<file path="src/rtl/mdio_pkg.sv">
// Package: shared constants and the request record for the management master.
package mdio_pkg;
    localparam int PRE_BITS   = 32;
    localparam int BODY_BITS  = 32;
    localparam int FRAME_BITS = PRE_BITS + BODY_BITS;
    localparam int DATA_BITS  = 16;
    localparam int ADDR_BITS  = 5;
    localparam int LEFT_W     = $clog2(FRAME_BITS + 1);
    // Bits at the body tail that a read frame releases: turnaround plus data.
    localparam int REL_BITS   = DATA_BITS + 2;

    localparam logic [1:0] SOF_PAT = 2'b01;
    localparam logic [1:0] OPC_WR  = 2'b01;
    localparam logic [1:0] OPC_RD  = 2'b10;
    localparam logic [1:0] TA_WR   = 2'b10;

    typedef struct packed {
        logic                 rd;
        logic [ADDR_BITS-1:0] phy;
        logic [ADDR_BITS-1:0] regad;
        logic [DATA_BITS-1:0] wdata;
    } mgmt_req_t;
endpackage

</file>
<file path="src/rtl/mdc_divider.sv">
// Module: mdc_divider
// Divides the system clock down to MDC. Each half-period lasts 2*N clocks,
// where N is the divider setting latched at the last MDC edge. Assumes the
// setting input may change at any time. A latched zero parks MDC low.
// rise_p / fall_p are high in the clock in which mdc shows its new level.
module mdc_divider #(
    parameter int SPEED_W = 8
) (
    input  logic               clk,
    input  logic               rst_n,
    input  logic [SPEED_W-1:0] speed,
    output logic               mdc,
    output logic               rise_p,
    output logic               fall_p
);
    localparam int CNT_W = SPEED_W + 2;

    logic [SPEED_W-1:0] n_q;
    logic [CNT_W-1:0]   cnt_q;
    logic [CNT_W-1:0]   half_last;
    logic               running;
    logic               half_end;

    // Purpose: last count value of a half-period at the latched setting.
    always_comb begin
        half_last = {1'b0, n_q, 1'b0} - CNT_W'(1);
        running   = (n_q != '0);
        half_end  = running && (cnt_q == half_last);
    end

    // Purpose: count half-periods, toggle MDC, latch a new setting at edges.
    always_ff @(posedge clk) begin
        if (!rst_n) begin
            n_q    <= '0;
            cnt_q  <= '0;
            mdc    <= 1'b0;
            rise_p <= 1'b0;
            fall_p <= 1'b0;
        end else begin
            rise_p <= 1'b0;
            fall_p <= 1'b0;
            if (!running) begin
                mdc   <= 1'b0;
                cnt_q <= '0;
                n_q   <= speed;
            end else if (half_end) begin
                cnt_q <= '0;
                n_q   <= speed;
                if (speed == '0) begin
                    mdc    <= 1'b0;
                    fall_p <= mdc;
                end else begin
                    mdc    <= ~mdc;
                    rise_p <= ~mdc;
                    fall_p <= mdc;
                end
            end else begin
                cnt_q <= cnt_q + CNT_W'(1);
            end
        end
    end
endmodule

</file>
<file path="src/rtl/mdio_frame_pack.sv">
// Module: mdio_frame_pack
// Builds the left-aligned serial image of one management frame, the matching
// per-bit drive mask and the bit count. Purely combinational. Assumes
// the consumer shifts MSB first and stops after nbits bits.
module mdio_frame_pack
    import mdio_pkg::*;
(
    input  mgmt_req_t               req,
    input  logic                    no_preamble,
    output logic [FRAME_BITS-1:0]   bits,
    output logic [FRAME_BITS-1:0]   drive,
    output logic [LEFT_W-1:0]       nbits
);
    logic [BODY_BITS-1:0] body;
    logic [BODY_BITS-1:0] body_oe;

    // Purpose: assemble the frame body and its drive mask per bit.
    always_comb begin
        body = {SOF_PAT,
                req.rd ? OPC_RD : OPC_WR,
                req.phy,
                req.regad,
                req.rd ? 2'b00 : TA_WR,
                req.rd ? {DATA_BITS{1'b0}} : req.wdata};
        for (int i = 0; i < BODY_BITS; i++) begin
            body_oe[i] = !(req.rd && (i < REL_BITS));
        end
    end

    // Purpose: place the body behind or in place of the preamble.
    always_comb begin
        if (no_preamble) begin
            bits  = {body, {PRE_BITS{1'b0}}};
            drive = {body_oe, {PRE_BITS{1'b0}}};
            nbits = LEFT_W'(BODY_BITS);
        end else begin
            bits  = {{PRE_BITS{1'b1}}, body};
            drive = {{PRE_BITS{1'b1}}, body_oe};
            nbits = LEFT_W'(FRAME_BITS);
        end
    end
endmodule

</file>
<file path="src/rtl/mdio_frame_seq.sv">
// Module: mdio_frame_seq
// Shifts a packed frame onto MDIO, one bit per MDC falling edge. Samples
// read data on MDC rising edges during the data field. Ends with a
// one-clock done strobe. Assumes accept is high only when idle.
module mdio_frame_seq
    import mdio_pkg::*;
(
    input  logic                  clk,
    input  logic                  rst_n,
    input  logic                  accept,
    input  logic                  is_read,
    input  logic [FRAME_BITS-1:0] bits,
    input  logic [FRAME_BITS-1:0] drive,
    input  logic [LEFT_W-1:0]     nbits,
    input  logic                  rise_p,
    input  logic                  fall_p,
    input  logic                  mdio_in,
    output logic                  busy,
    output logic                  rd_mode,
    output logic [LEFT_W-1:0]     left,
    output logic                  mdio_out,
    output logic                  mdio_oe,
    output logic [DATA_BITS-1:0]  rd_data,
    output logic                  done
);
    logic [FRAME_BITS-1:0] sh_q;
    logic [FRAME_BITS-1:0] oe_sh_q;
    logic [DATA_BITS-1:0]  rx_q;
    logic                  in_data;

    // Purpose: flag rising edges that fall inside the read data field.
    always_comb begin
        in_data = rd_mode && (left < LEFT_W'(DATA_BITS));
    end

    // Purpose: frame load, bit shifting, read capture and completion.
    always_ff @(posedge clk) begin
        if (!rst_n) begin
            sh_q     <= '0;
            oe_sh_q  <= '0;
            rx_q     <= '0;
            left     <= '0;
            busy     <= 1'b0;
            rd_mode  <= 1'b0;
            mdio_out <= 1'b0;
            mdio_oe  <= 1'b0;
            rd_data  <= '0;
            done     <= 1'b0;
        end else begin
            done <= 1'b0;
            if (!busy) begin
                if (accept) begin
                    sh_q    <= bits;
                    oe_sh_q <= drive;
                    left    <= nbits;
                    busy    <= 1'b1;
                    rd_mode <= is_read;
                    rx_q    <= '0;
                    rd_data <= '0;
                end
            end else begin
                if (fall_p) begin
                    if (left != '0) begin
                        mdio_out <= sh_q[FRAME_BITS-1];
                        mdio_oe  <= oe_sh_q[FRAME_BITS-1];
                        sh_q     <= {sh_q[FRAME_BITS-2:0], 1'b0};
                        oe_sh_q  <= {oe_sh_q[FRAME_BITS-2:0], 1'b0};
                        left     <= left - LEFT_W'(1);
                    end else begin
                        busy     <= 1'b0;
                        done     <= 1'b1;
                        mdio_out <= 1'b0;
                        mdio_oe  <= 1'b0;
                        if (rd_mode) begin
                            rd_data <= rx_q;
                        end
                    end
                end
                if (rise_p && in_data) begin
                    rx_q <= {rx_q[DATA_BITS-2:0], mdio_in};
                end
            end
        end
    end
endmodule

</file>
<file path="src/rtl/mdio_master.sv">
// Module: mdio_master
// Station management master: divider, frame packer and frame sequencer.
// Assumes start is a single-clock strobe. Requests that arrive while stopped
// or busy are dropped. Every output comes straight from a register.
module mdio_master
    import mdio_pkg::*;
#(
    parameter int SPEED_W = 8
) (
    input  logic                 clk,
    input  logic                 rst_n,
    input  logic [SPEED_W-1:0]   speed,
    input  logic                 no_preamble,
    input  logic                 start,
    input  logic                 op_read,
    input  logic [ADDR_BITS-1:0] phy_addr,
    input  logic [ADDR_BITS-1:0] reg_addr,
    input  logic [DATA_BITS-1:0] wr_data,
    input  logic                 mdio_in,
    output logic                 mdc,
    output logic                 mdio_out,
    output logic                 mdio_oe,
    output logic [DATA_BITS-1:0] rd_data,
    output logic                 done
);
    logic                  rise_p;
    logic                  fall_p;
    logic                  seq_busy;
    logic                  seq_rd;
    logic [LEFT_W-1:0]     seq_left;
    logic                  accept;
    mgmt_req_t             req;
    logic [FRAME_BITS-1:0] f_bits;
    logic [FRAME_BITS-1:0] f_drive;
    logic [LEFT_W-1:0]     f_nbits;

    // Purpose: gather the request and qualify the start strobe.
    always_comb begin
        req.rd    = op_read;
        req.phy   = phy_addr;
        req.regad = reg_addr;
        req.wdata = wr_data;
        accept    = start && !seq_busy && (speed != '0);
    end

    mdc_divider #(.SPEED_W(SPEED_W)) u_div (
        .clk    (clk),
        .rst_n  (rst_n),
        .speed  (speed),
        .mdc    (mdc),
        .rise_p (rise_p),
        .fall_p (fall_p)
    );

    mdio_frame_pack u_pack (
        .req         (req),
        .no_preamble (no_preamble),
        .bits        (f_bits),
        .drive       (f_drive),
        .nbits       (f_nbits)
    );

    mdio_frame_seq u_seq (
        .clk      (clk),
        .rst_n    (rst_n),
        .accept   (accept),
        .is_read  (op_read),
        .bits     (f_bits),
        .drive    (f_drive),
        .nbits    (f_nbits),
        .rise_p   (rise_p),
        .fall_p   (fall_p),
        .mdio_in  (mdio_in),
        .busy     (seq_busy),
        .rd_mode  (seq_rd),
        .left     (seq_left),
        .mdio_out (mdio_out),
        .mdio_oe  (mdio_oe),
        .rd_data  (rd_data),
        .done     (done)
    );
endmodule

</file>
<file path="config.mk">
export PLATFORM = sky130hd
export DESIGN_NAME = mdio_master
export DESIGN_NICKNAME = d
export VERILOG_FILES = /design/src/rtl/mdio_pkg.sv /design/src/rtl/mdc_divider.sv /design/src/rtl/mdio_frame_pack.sv /design/src/rtl/mdio_frame_seq.sv /design/src/rtl/mdio_master.sv
export SDC_FILE = /design/constraint.sdc
export NUM_CORES = 1
export LEC_CHECK = 0
export BUFFER_PORTS_ARGS = -buffer_cell sky130_fd_sc_hd__buf_4
export CAP_MARGIN = 20
export CORE_MARGIN = 2
export CORE_UTILIZATION = 54
export CTS_CLUSTER_DIAMETER = 150
export DETAILED_ROUTE_END_ITERATION = 7
export PLACE_DENSITY = 0.76
export SYNTH_ARGS = -nofsm -noshare
export SYNTH_HDL_FRONTEND = slang
export SYNTH_SLANG_ARGS = --single-unit
</file>
<file path="constraint.sdc">
create_clock -name clk -period 1.9 [get_ports clk]
set_input_delay 0 -clock clk [delete_from_list [all_inputs] [get_ports clk]]
set_output_delay 0 -clock clk [all_outputs]
set_load 0.02 [all_outputs]
</file>
Word level (Yosys, flattened, before mapping) --
Cells that the tools add are included.
Operators by class: $add $sub $neg 3, magnitude comparators 1, equality and inequality tests 7, multiplexer cells 35, bitwise logic cells 4, reduce and logical (&&, ||, !) cells 21
Operators by type and width (number):
- 64-bit 2-to-1 mux | 9
- 16-bit 2-to-1 mux | 8
- 50-bit 2-to-1 mux | 1
- 7-bit 2-to-1 mux | 5
- 8-bit 2-to-1 mux | 2
- 8-bit nonzero test | 2
- 2-bit inequality test (second input constant) | 6
- 10-bit by 1-bit adder with 10-bit output (second input constant) | 1
- 10-bit equality test | 1
- 9-bit by 1-bit subtractor with 10-bit output (second input constant) | 1
- 3-bit AND reduction | 3
- 8-bit zero test | 1
- 1-bit 2-to-1 mux | 8
- 2-bit AND reduction | 4
- 7-bit by 5-bit < comparator with 1-bit output (second input constant) | 1
- 7-bit nonzero test | 1
- 7-bit by 1-bit subtractor with 7-bit output (second input constant) | 1
- 1-bit logical AND | 5
- 2-bit 2-to-1 mux | 2
- 1-bit NOT | 4
- 4-bit AND reduction | 1
- 3-bit OR reduction | 1
- 1-bit zero test | 2
- 2-bit nonzero test | 1
Word-level totals: register bits 193, bits of input ports 40, output and inout bits 20, word-level logic and storage cells 86

Depth between registers and ports, before layout --
Gate-level depths: netlist of run 1.
depth in word-level cells 5, gate-level depth with buffers 11, gate-level depth less buffers 8

Cells and area by module --
Synthesis of run 1 repeated with hierarchy kept, for this count alone.
Unflattened totals: cells, all modules 1057, area, all modules 9576.7 um^2
By module, submodules not included:
- mdio_frame_seq | instances 1, cells an instance 759, area each 7267.0 um^2, seq. area each 3443.3 um^2
- mdc_divider | instances 1, cells an instance 131, area each 1148.6 um^2, seq. area each 420.4 um^2
- mdio_frame_pack | instances 1, cells an instance 163, area each 1124.8 um^2, seq. area each 0.0 um^2
- mdio_master | instances 1, cells an instance 4, area each 36.3 um^2, seq. area each 0.0 um^2

Worst setup path before layout of run 1 --
Ideal clock, no wire load.
kind register to register, start reg u_div.n_q[0], end reg u_div.n_q[0], library setup time 0.072 ns, arrival 1.958 ns, setup slack -0.129 ns, cell stages (with the launch flop) 9, path buffers 1, cell sequence dfxtp_1 inv_1 ha_1 clkbuf_1 and4_1 o2111ai_1 or3_4 o21ai_4 mux2i_1
On the way: word-level cells in the longest chain between the ends 4, elaborated cells between the ends (all ways) 6, those cells by class add/sub (1); eq/ne (2); mux (1); reduce/logical (2)
RTL lines:
- start, declared | RTL line mdc_divider.sv:18 | logic [SPEED_W-1:0] n_q;
- start signal, assigned | RTL line mdc_divider.sv:45 | n_q <= speed;
- start signal, assigned | RTL line mdc_divider.sv:48 | n_q <= speed;
- 9-bit by 1-bit subtractor with 10-bit output | RTL line mdc_divider.sv:26 | half_last = {1'b0, n_q, 1'b0} - CNT_W'(1);
- 10-bit equality test | RTL line mdc_divider.sv:28 | half_end = running && (cnt_q == half_last);
- 1-bit logical AND | RTL line mdc_divider.sv:28
- 2-bit inequality test (no source line)
Several ways; a longest one is shown, not always the timed one. A chain may end at the register's enable or synchronous reset.

Worst setup path in the final report of run 1 --
Ends and elaborated chain as after synthesis.

==> results of run 1 <==
final timing paths:
path                           end  slack (ns)  cells past startpoint             start
setup / recovery      u_div.n_q[0]       -0.11                      8      u_div.n_q[0]
hold / removal          u_seq.busy        0.05                      4             start
setup reg to reg      u_div.n_q[0]       -0.11                      8      u_div.n_q[0]
hold reg to reg   u_seq.oe_sh_q[0]        0.45                      2  u_seq.oe_sh_q[0]
area by class of cell:
cell class / instances / area, sq um
Clock buffer: 22 / 474.2
Clock inverter: 8 / 57.56
Timing Repair Buffer: 154 / 1369
Inverter: 24 / 92.59
Fill cell: 1155 / 4609
Multi-Input combinational cell: 660 / 3715
Tap cell: 184 / 230.2
Sequential cell: 193 / 3876
cell usage in the layout (no fill, tap or decap), types with 18 or more instances in the layout:
master	synthesis	routed
sky130_fd_sc_hd__a211oi_1	22	22
sky130_fd_sc_hd__a21oi_1	106	106
sky130_fd_sc_hd__a31oi_1	20	20
sky130_fd_sc_hd__buf_4	3	106
sky130_fd_sc_hd__clkbuf_16	0	18
sky130_fd_sc_hd__dfxtp_1	193	185
sky130_fd_sc_hd__dlygate4sd3_1	0	36
sky130_fd_sc_hd__inv_1	23	20
sky130_fd_sc_hd__nand2_1	141	139
sky130_fd_sc_hd__nand3_1	60	60
sky130_fd_sc_hd__nor2_1	99	96
sky130_fd_sc_hd__nor3_1	36	34
sky130_fd_sc_hd__o211ai_1	32	32
sky130_fd_sc_hd__o21ai_0	41	40
layer usage:
layer,vias up,track usage [%],wire [microns]
li1,3548,-,-
met4,0,6.993,213
met2,170,36.76,8964
met5,-,0,0
met1,3424,32.46,9165
met3,18,5.006,777
stage by stage:
step / cell area [sq um] / setup WS (ns)
after floorplan: 7953 / -0.04909
after global placement: 8751 / -0.2430
after detailed placement: 8762 / -0.1243
after CTS: 9703 / -0.09460
after global routing: 9814 / -0.1694
final: 9814 / -0.1069
power by group:
group	internal (mW)	total (mW)	switching, mW
clock	1.77	3.28	1.52
combinational	1.42	2.89	1.47
sequential	4.39	4.64	0.258
flip-flops by register name (all words and copies together) (netlist names):
register,count
u_seq.sh_q,64
u_seq.mdio_oe,1
u_seq.mdio_out,1
u_seq.left,7
u_seq.busy,1
u_div.rise_p,1
u_div.mdc,1
u_seq.oe_sh_q,64
u_seq.rd_data,16
u_div.fall_p,1
u_div.n_q,8
u_div.cnt_q,10
u_seq.rd_mode,1
u_seq.done,1
u_seq.rx_q,16
cells by family (layout without fill, tap and decap cells):
logic type / after synthesis / in the layout / synth area share [%]
DFF: 193 / 193 / 48.77
muxes: 8 / 8 / 1.011
buffers and inverters: 108 / 208 / 5.780
AOI/OAI and AO/OA: 271 / 271 / 22.16
and+or+nand+nor: 355 / 355 / 19.22
xor gates and xnor gates: 22 / 22 / 2.432
adders and majority gates: 4 / 4 / 0.6317
timing repair:
action,CTS,global route
hold buffers,36,0
setup buffers,1,1
cloned,0,1
endpoints found under the hold margin,77,0
endpoints found under the setup margin,21,60
gates resized for setup,10,17
pin swaps,4,3
critical path, delay by kind of cell, from the launching register on:
family / cells / cell delay [ns]
buf+inv: 2 / 0.20
xor+xnor: 1 / 0.16
mux: 1 / 0.19
simple gates: 1 / 0.45
flops: 1 / 0.35
compound gates: 2 / 0.34
fa+ha+maj: 1 / 0.23
==> impl_results.md, run 1 <==
- Kind of launch point of the worst setup path: flop
- Final Net Count: 1,094
- Count of clock tree sinks: 193
- Total routed wirelength: 19,120 microns
- Maximum number of pins on one net before global-route repair: 76
- Drt pass-1 iters: 5
- Total power per unit cell area: ~1100 nW/um^2
- Sum of negative setup slack: -1.474 ns
- Largest area contributor in the synthesized netlist: sky130_fd_sc_hd__dfxtp_1
- IO Pins: 60
- Most numerous cell types in the synthesized netlist: sky130_fd_sc_hd__dfxtp_1 (193), sky130_fd_sc_hd__nand2_1 (141), sky130_fd_sc_hd__a21oi_1 (106), sky130_fd_sc_hd__nor2_1 (99), sky130_fd_sc_hd__clkbuf_1 (67)
- Setup repair after global routing missed its margin: true
- Worst Slack Setup Final: -0.1069 ns
- Distinct cells, synth: 49
- Effective utilization at floorplan: 54.93%
- Post-detailed-route wirelength per cell: about 15 microns
- Skew-Pair Late Insertion Delay: 0.43 ns
- Number of buffers inserted by port buffering: 59
- Per-cell via count in the routed design: 5.751
- P&R area growth vs syn: 23.88%
- First-pass GRT wire length: 30,860 microns
- Total number of vias: 7,160
- Required time of the critical path: 2.25 ns
- Worst max-slew margin expressed relative to the limit: between 60 and 70%
- Cell Chain, Critical Path: inv_2 > ha_4 > xor2_2 > o2111ai_2 > or3_4 > o21ai_4 > buf_6 > mux2i_1
- Average cell area after synthesis: a little over 8 sq um
- Critical path capture point type: flop
- Synth Instances: ~960
- Maximum frequency from static timing analysis: 498.3 MHz
- Max-capacitance violation count: 0
- Cell with the most instances after synthesis: sky130_fd_sc_hd__dfxtp_1
- Critical Path Slowest Stage Cell: sky130_fd_sc_hd__or3_4
- Total number of placement rows: 44
- Post-synth EDFFs: 0
- Clk pin slew, worst setup/hold paths: about 0.070 ns
- Global placement routability congestion: 0.8611
- Sequential fraction of the synthesis area: between 40% and 50%
- Number of slew-limit violations in the final report: 0
- Detail Route Antenna Nets: 0
- Post-placement cell count: roughly 1,200
- Clock tree from TritonCTS: yes
- Antenna cell count: 0
- Leak: 3.704 nW
- Final worst hold slack: 0.05349 ns
- Ys async rst share: 0%
- Worst Max-Slew Pin Slew: 0.5392 ns
- Net Count, Synth: 1,005
- Final hold violation count: 0
- Number of global-route vias before repair: 6,530
- Top cells by area in the synthesized netlist: sky130_fd_sc_hd__dfxtp_1 (49%), sky130_fd_sc_hd__a21oi_1 (6.7%), sky130_fd_sc_hd__nand2_1 (6.7%)
- DIE AREA: between 15,000 and 20,000 sq um
- Post-Synthesis Cell Area: 7923 sq um
- Design Power: 10.82 mW
- Number of buffers on the longest clock path: 2
- Number of antenna violations at the first check in global routing: 0
- Synthesis warning total: 0
- Type of the worst min-delay path: in2reg
- Final setup vio count: 20
- Util after Layout: 68.04%
- Dominant register cell in the synthesized netlist: sky130_fd_sc_hd__dfxtp_1
- Violated checks: setup timing
- Die Y: 125.1 microns
- Arrival @ worst endpoint: 2.36 ns
- Fraction of the cycle the final worst path needs: 105.6%
- Non-Filler Instances: about 1,200
- Drt drc: 0
- Share of final-layout standard cells stronger than drive strength 1: 18.76%
- HPWL after detailed placement: around 10,000 microns
- Final Critical Period: 2.007 ns
- Core area: 14,420 sq um
- Starting DRT DRC Count: 707
- Clock Tree Root: sky130_fd_sc_hd__clkbuf_16
- Worst supply voltage drop on vdd: 0.7155 mV
- Horizontal die dimension: 125.1 microns
- Max stage delay on crit path: around 0.45 ns
- Crit Path Category: reg2reg
- Status: finished, violations left
- Worst Path Max Fanout: 4
- Num CTS Buffers: 17
- Congestion Overflow GR: 0
- Largest clock skew in the final design: 0.008008 ns
- Register bit total from synthesis: 193
- All-layer global routing usage: between 20% and 30%
- Number of levels the H-tree was split into: 4
- Portion of synthesized cell area occupied by the leading cell type: 48.77%
Power figures use the tool's default switching activity.
==> run 2: changes to the inputs <==
--- a/config.mk
+++ b/config.mk
@@ -5,13 +5,16 @@
 export SDC_FILE = /design/constraint.sdc
 export NUM_CORES = 1
 export LEC_CHECK = 0
-export BUFFER_PORTS_ARGS = -buffer_cell sky130_fd_sc_hd__buf_4
+export BUFFER_PORTS_ARGS = -buffer_cell sky130_fd_sc_hd__buf_2
 export CAP_MARGIN = 20
+export CELL_PAD_IN_SITES_DETAIL_PLACEMENT = 0
+export CELL_PAD_IN_SITES_GLOBAL_PLACEMENT = 1
 export CORE_MARGIN = 2
-export CORE_UTILIZATION = 54
+export CORE_UTILIZATION = 41
 export CTS_CLUSTER_DIAMETER = 150
 export DETAILED_ROUTE_END_ITERATION = 7
-export PLACE_DENSITY = 0.76
+export PLACE_DENSITY_LB_ADDON = 0.1
+export SETUP_SLACK_MARGIN = 0.5
 export SYNTH_ARGS = -nofsm -noshare
 export SYNTH_HDL_FRONTEND = slang
 export SYNTH_SLANG_ARGS = --single-unit
==> run 2 against run 1 <==
  * The run still ends with setup timing left
  * Largest power group unchanged
  * Fmax up 3.3%
  * Routed wire length up 36%
  * Clock-buffer cell count down 1
  * First-iteration DRC count down 22%
  * Setup slack better by 0.065 ns
  * Core utilization up 1.6 points
  * Register-to-register slack better by 0.06 ns
  * Critical path type unchanged
  * Sequential share of layout area down 9.9 points
==> impl_results.md, run 2 (synthesized netlist as in run 1, its figures left out) <==
- Status: finished, violations left
- Violated checks: setup timing
- CP most frequent cell: sky130_fd_sc_hd__buf_12
- Reg2Reg Setup Slack: -0.04 ns (+0.06 ns)
- Count of clock tree sinks: 193 (unchanged)
- Flip-flop and latch area: 3884 sq um (+0.19%)
- Clk pin slew, worst setup/hold paths: 0.07 ns (about the same)
- Most common cell after layout, fill and taps aside: sky130_fd_sc_hd__dfxtp_1
- Number of levels the H-tree was split into: 4 (unchanged)
- Antenna cell count: 0 (unchanged)
- Power dissipated by switching net loads: 3.818 mW (+18%)
- Fraction of the cycle the final worst path needs: 102.2% (-3.4 points)
- Horizontal die dimension: 143.0 microns (+14%)
- Net switching share of the total power: 31.67% (+1.7 points)
- Largest clock skew in the final design: 0.01834 ns (+0.01034 ns)
- Worst supply voltage drop on vdd: 0.6388 mV (-11%)
- Maximum number of pins on one net before global-route repair: 94 (+24%)
- Clock Tree Root: sky130_fd_sc_hd__clkbuf_16
- Design Power: 12.06 mW (+11%)
- Drt pass-1 iters: 5 (unchanged)
- Final Net Count: 1,172 (+7.1%)
- Total routed wirelength: 26,040 microns (+36%)
- Core area: 18,830 sq um (+31%)
- Type of the worst min-delay path: in2reg
- Fraction of power consumed by the clock network: 28.7% (-1.6 points)
- Worst flop-to-flop path startpoint: u_seq.left[1]
- Cells on worst reg2reg path: 10 (+2)
- Setup repair after global routing missed its margin: true
- Final setup vio count: 2 (-90%)
- Buf+Inv Stages, Crit Path: 5 (+3)
- Number of buffers on the longest clock path: 2 (unchanged)
- Global placement routability congestion: 0.8141 (-5.5%)
- First-pass GRT wire length: 39,080 microns (+27%)
- Congestion Overflow GR: 0 (unchanged)
- Worst Path Max Fanout: 6 (+2)
- Multi-input combinational cell area: 5469 sq um (+47%)
- Skew-Pair Late Insertion Delay: 0.44 ns (about the same)
- Worst Slack Setup Final: -0.04202 ns (+0.06487 ns)
- Maximum frequency from static timing analysis: 514.9 MHz (+3.3%)
- Cell Chain, Critical Path: inv_2 > ha_4 > a31o_4 > and2_4 > buf_12 > buf_12 > buf_8 > buf_16 > a221oi_4 > nor3_2
- P&R area growth vs syn: 65.46%
- Number of global-route vias before repair: 7,666 (+17%)
- Die Y: 143.0 microns (+14%)
- Arrival @ worst endpoint: 2.24 ns (-0.12 ns)
- Drt drc: 0 (unchanged)
- Detail Route Antenna Nets: 0 (unchanged)
- Destination of the worst register-to-register timing path: u_seq.sh_q[24]
- Sequential group share of total power: 39.2% (-3.7 points)
- Per-cell via count in the routed design: 5.613 (-2.4%)
- Crit Path Category: reg2reg
- Starting DRT DRC Count: 551 (-22%)
- All-layer global routing usage: 23.85% (+0.50 points)
- Total power per unit cell area: 919.6 nW/um^2 (-17%)
- Sum of negative setup slack: -0.07984 ns (+1.394 ns)
- Total number of placement rows: 50 (+14%)
- Critical Path Slowest Stage Cell: sky130_fd_sc_hd__dfxtp_2
- DIE AREA: 20,450 sq um (+31%)
- Total number of vias: 7,864 (+9.8%)
- Post-detailed-route wirelength per cell: 18.59 microns (+21%)
- Final hold violation count: 0 (unchanged)
- Final worst hold slack: 0.005694 ns (-0.04779 ns)
- Worst Hold Path EP: u_div.mdc
- Final Critical Period: 1.942 ns (-0.06487 ns)
- Cell depth of the worst hold path: 4 (unchanged)
- Share of final-layout standard cells stronger than drive strength 1: 49.52% (+31 points)
- Max-capacitance violation count: 0 (unchanged)
- Worst max-slew margin expressed relative to the limit: 60.82% (-3.2 points)
- Required time of the critical path: 2.20 ns (-0.05 ns)
- Effective utilization at floorplan: 42.07% (-13 points)
- Hold path startpoint: rst_n
- Leak: 5.149 nW (+39%)
- IO Pins: 60 (unchanged)
- Largest registers in the final layout: u_seq.oe_sh_q: 64 flops, u_seq.sh_q: 64 flops
- Max stage delay on crit path: 0.34 ns (-0.11 ns)
- Worst Max-Slew Pin Slew: 0.5877 ns (+0.04856 ns)
- Portion of total power attributed to combinational logic: 32.1% (+5.4 points)
- HPWL after detailed placement: 12,460 microns (+19%)
- Clock tree from TritonCTS: yes
- Number of antenna violations at the first check in global routing: 0 (unchanged)
- Number of buffers inserted by port buffering: 59 (unchanged)
- Internal power of the cells: 8.237 mW (+8.7%)
- Crit-path leading delay family: buffers and inverters
- Number of slew-limit violations in the final report: 0 (unchanged)
- Critical path capture point type: flop
- Number of inserted filler cells in the final layout: 1,355 (+17%)
- Highest-count cells in the layout ignoring fill and taps: sky130_fd_sc_hd__dfxtp_1 (183), sky130_fd_sc_hd__a21oi_2 (93), sky130_fd_sc_hd__nor2_1 (71), sky130_fd_sc_hd__nand2_1 (66), sky130_fd_sc_hd__buf_2 (59)
- Num CTS Buffers: 17 (unchanged)
- Kind of launch point of the worst setup path: flop
[run 2: cell count changes in the layout (fill, tap and decap cells not counted), moves of 23 or more]
| cell | previous run | this run |
|---|---|---|
| sky130_fd_sc_hd__nor2_1 | 96 | 71 |
| sky130_fd_sc_hd__nand3_2 | 0 | 30 |
| sky130_fd_sc_hd__nand3_1 | 60 | 27 |
| sky130_fd_sc_hd__buf_12 | 5 | 29 |
| sky130_fd_sc_hd__nand2_4 | 1 | 50 |
| sky130_fd_sc_hd__nand2_1 | 139 | 66 |
| sky130_fd_sc_hd__buf_4 | 106 | 36 |
| sky130_fd_sc_hd__a21oi_2 | 0 | 93 |
| sky130_fd_sc_hd__a21oi_1 | 106 | 9 |
| sky130_fd_sc_hd__buf_2 | 0 | 59 |
| sky130_fd_sc_hd__buf_6 | 4 | 31 |
| sky130_fd_sc_hd__nand2_2 | 1 | 24 |
[run 2: per-stage QoR]
step | area (sq um) | worst slack [ns] | util [%] | cells
floorplan | 8677 | -0.04909 | - | 961
global placement | 9250 | -0.03384 | 49.12 | 1251
detailed placement | 9250 | -0.1278 | 49.12 | 1251
CTS | 12060 | -0.06275 | 64.05 | 1377
global route | 13110 | -0.09723 | 69.61 | 1401
finish | 13110 | -0.04202 | 69.61 | 1401
[run 2: area by class of cell]
cell class / count / share of cell area, %
multi-input cells: 662 / 41.72
flip-flops and latches: 193 / 29.63
repair buffers: 230 / 21.22
clock buffers: 21 / 3.436
well taps: 260 / 2.482
clock inverters: 11 / 0.8113
inverters: 24 / 0.7063
[run 2: power by group through the flow]
stage               Combinational (mW)  Clock (mW)  Sequential, mW
global route                      4.13        3.71            4.75
floorplan                         1.80           0            4.68
detailed placement                2.64           0            4.72
CTS                               3.43        3.53            4.67
finish                            3.87        3.46            4.72
global placement                  2.54           0            4.70
[run 2: how the worst max path moves through the flow]
stage / startpoint / to / slack (ns) / cells past startpoint
after floorplan: u_div.n_q[0] / u_div.n_q[0] / -0.05 / 8
after global placement: u_div.n_q[1] / u_div.n_q[1] / -0.03 / 8
after detailed placement: u_div.n_q[1] / u_div.n_q[2] / -0.13 / 8
after CTS: u_div.n_q[0] / u_div.n_q[2] / -0.06 / 8
after global routing: u_div.n_q[0] / u_div.n_q[2] / -0.1 / 8
final: u_seq.left[1] / u_seq.sh_q[24] / -0.04 / 10
[run 2: worst min-delay path, stage by stage]
cell and delay (ns):
sky130_fd_sc_hd__buf_2 0.12, sky130_fd_sc_hd__inv_4 0.07, sky130_fd_sc_hd__a31oi_1 0.08, sky130_fd_sc_hd__a21boi_0 0.13
[run 2: per-layer routing]
metal  part of all wire (%)  vias up  global-route usage (%)
met1                     45     3890                   30.42
met4                    1.4        0                   5.784
met5                      0        -                       0
met3                    4.0       38                   5.231
met2                     50      201                   41.07
li1                       -     3735                       -
[run 2: timing repair]
item,CTS,global route
gates resized for setup,279,158
cloned,24,8
pin swaps,107,81
hold buffers,35,0
endpoints found under the setup margin,188,188
setup buffers,35,16
hold endpoints to repair,55,0
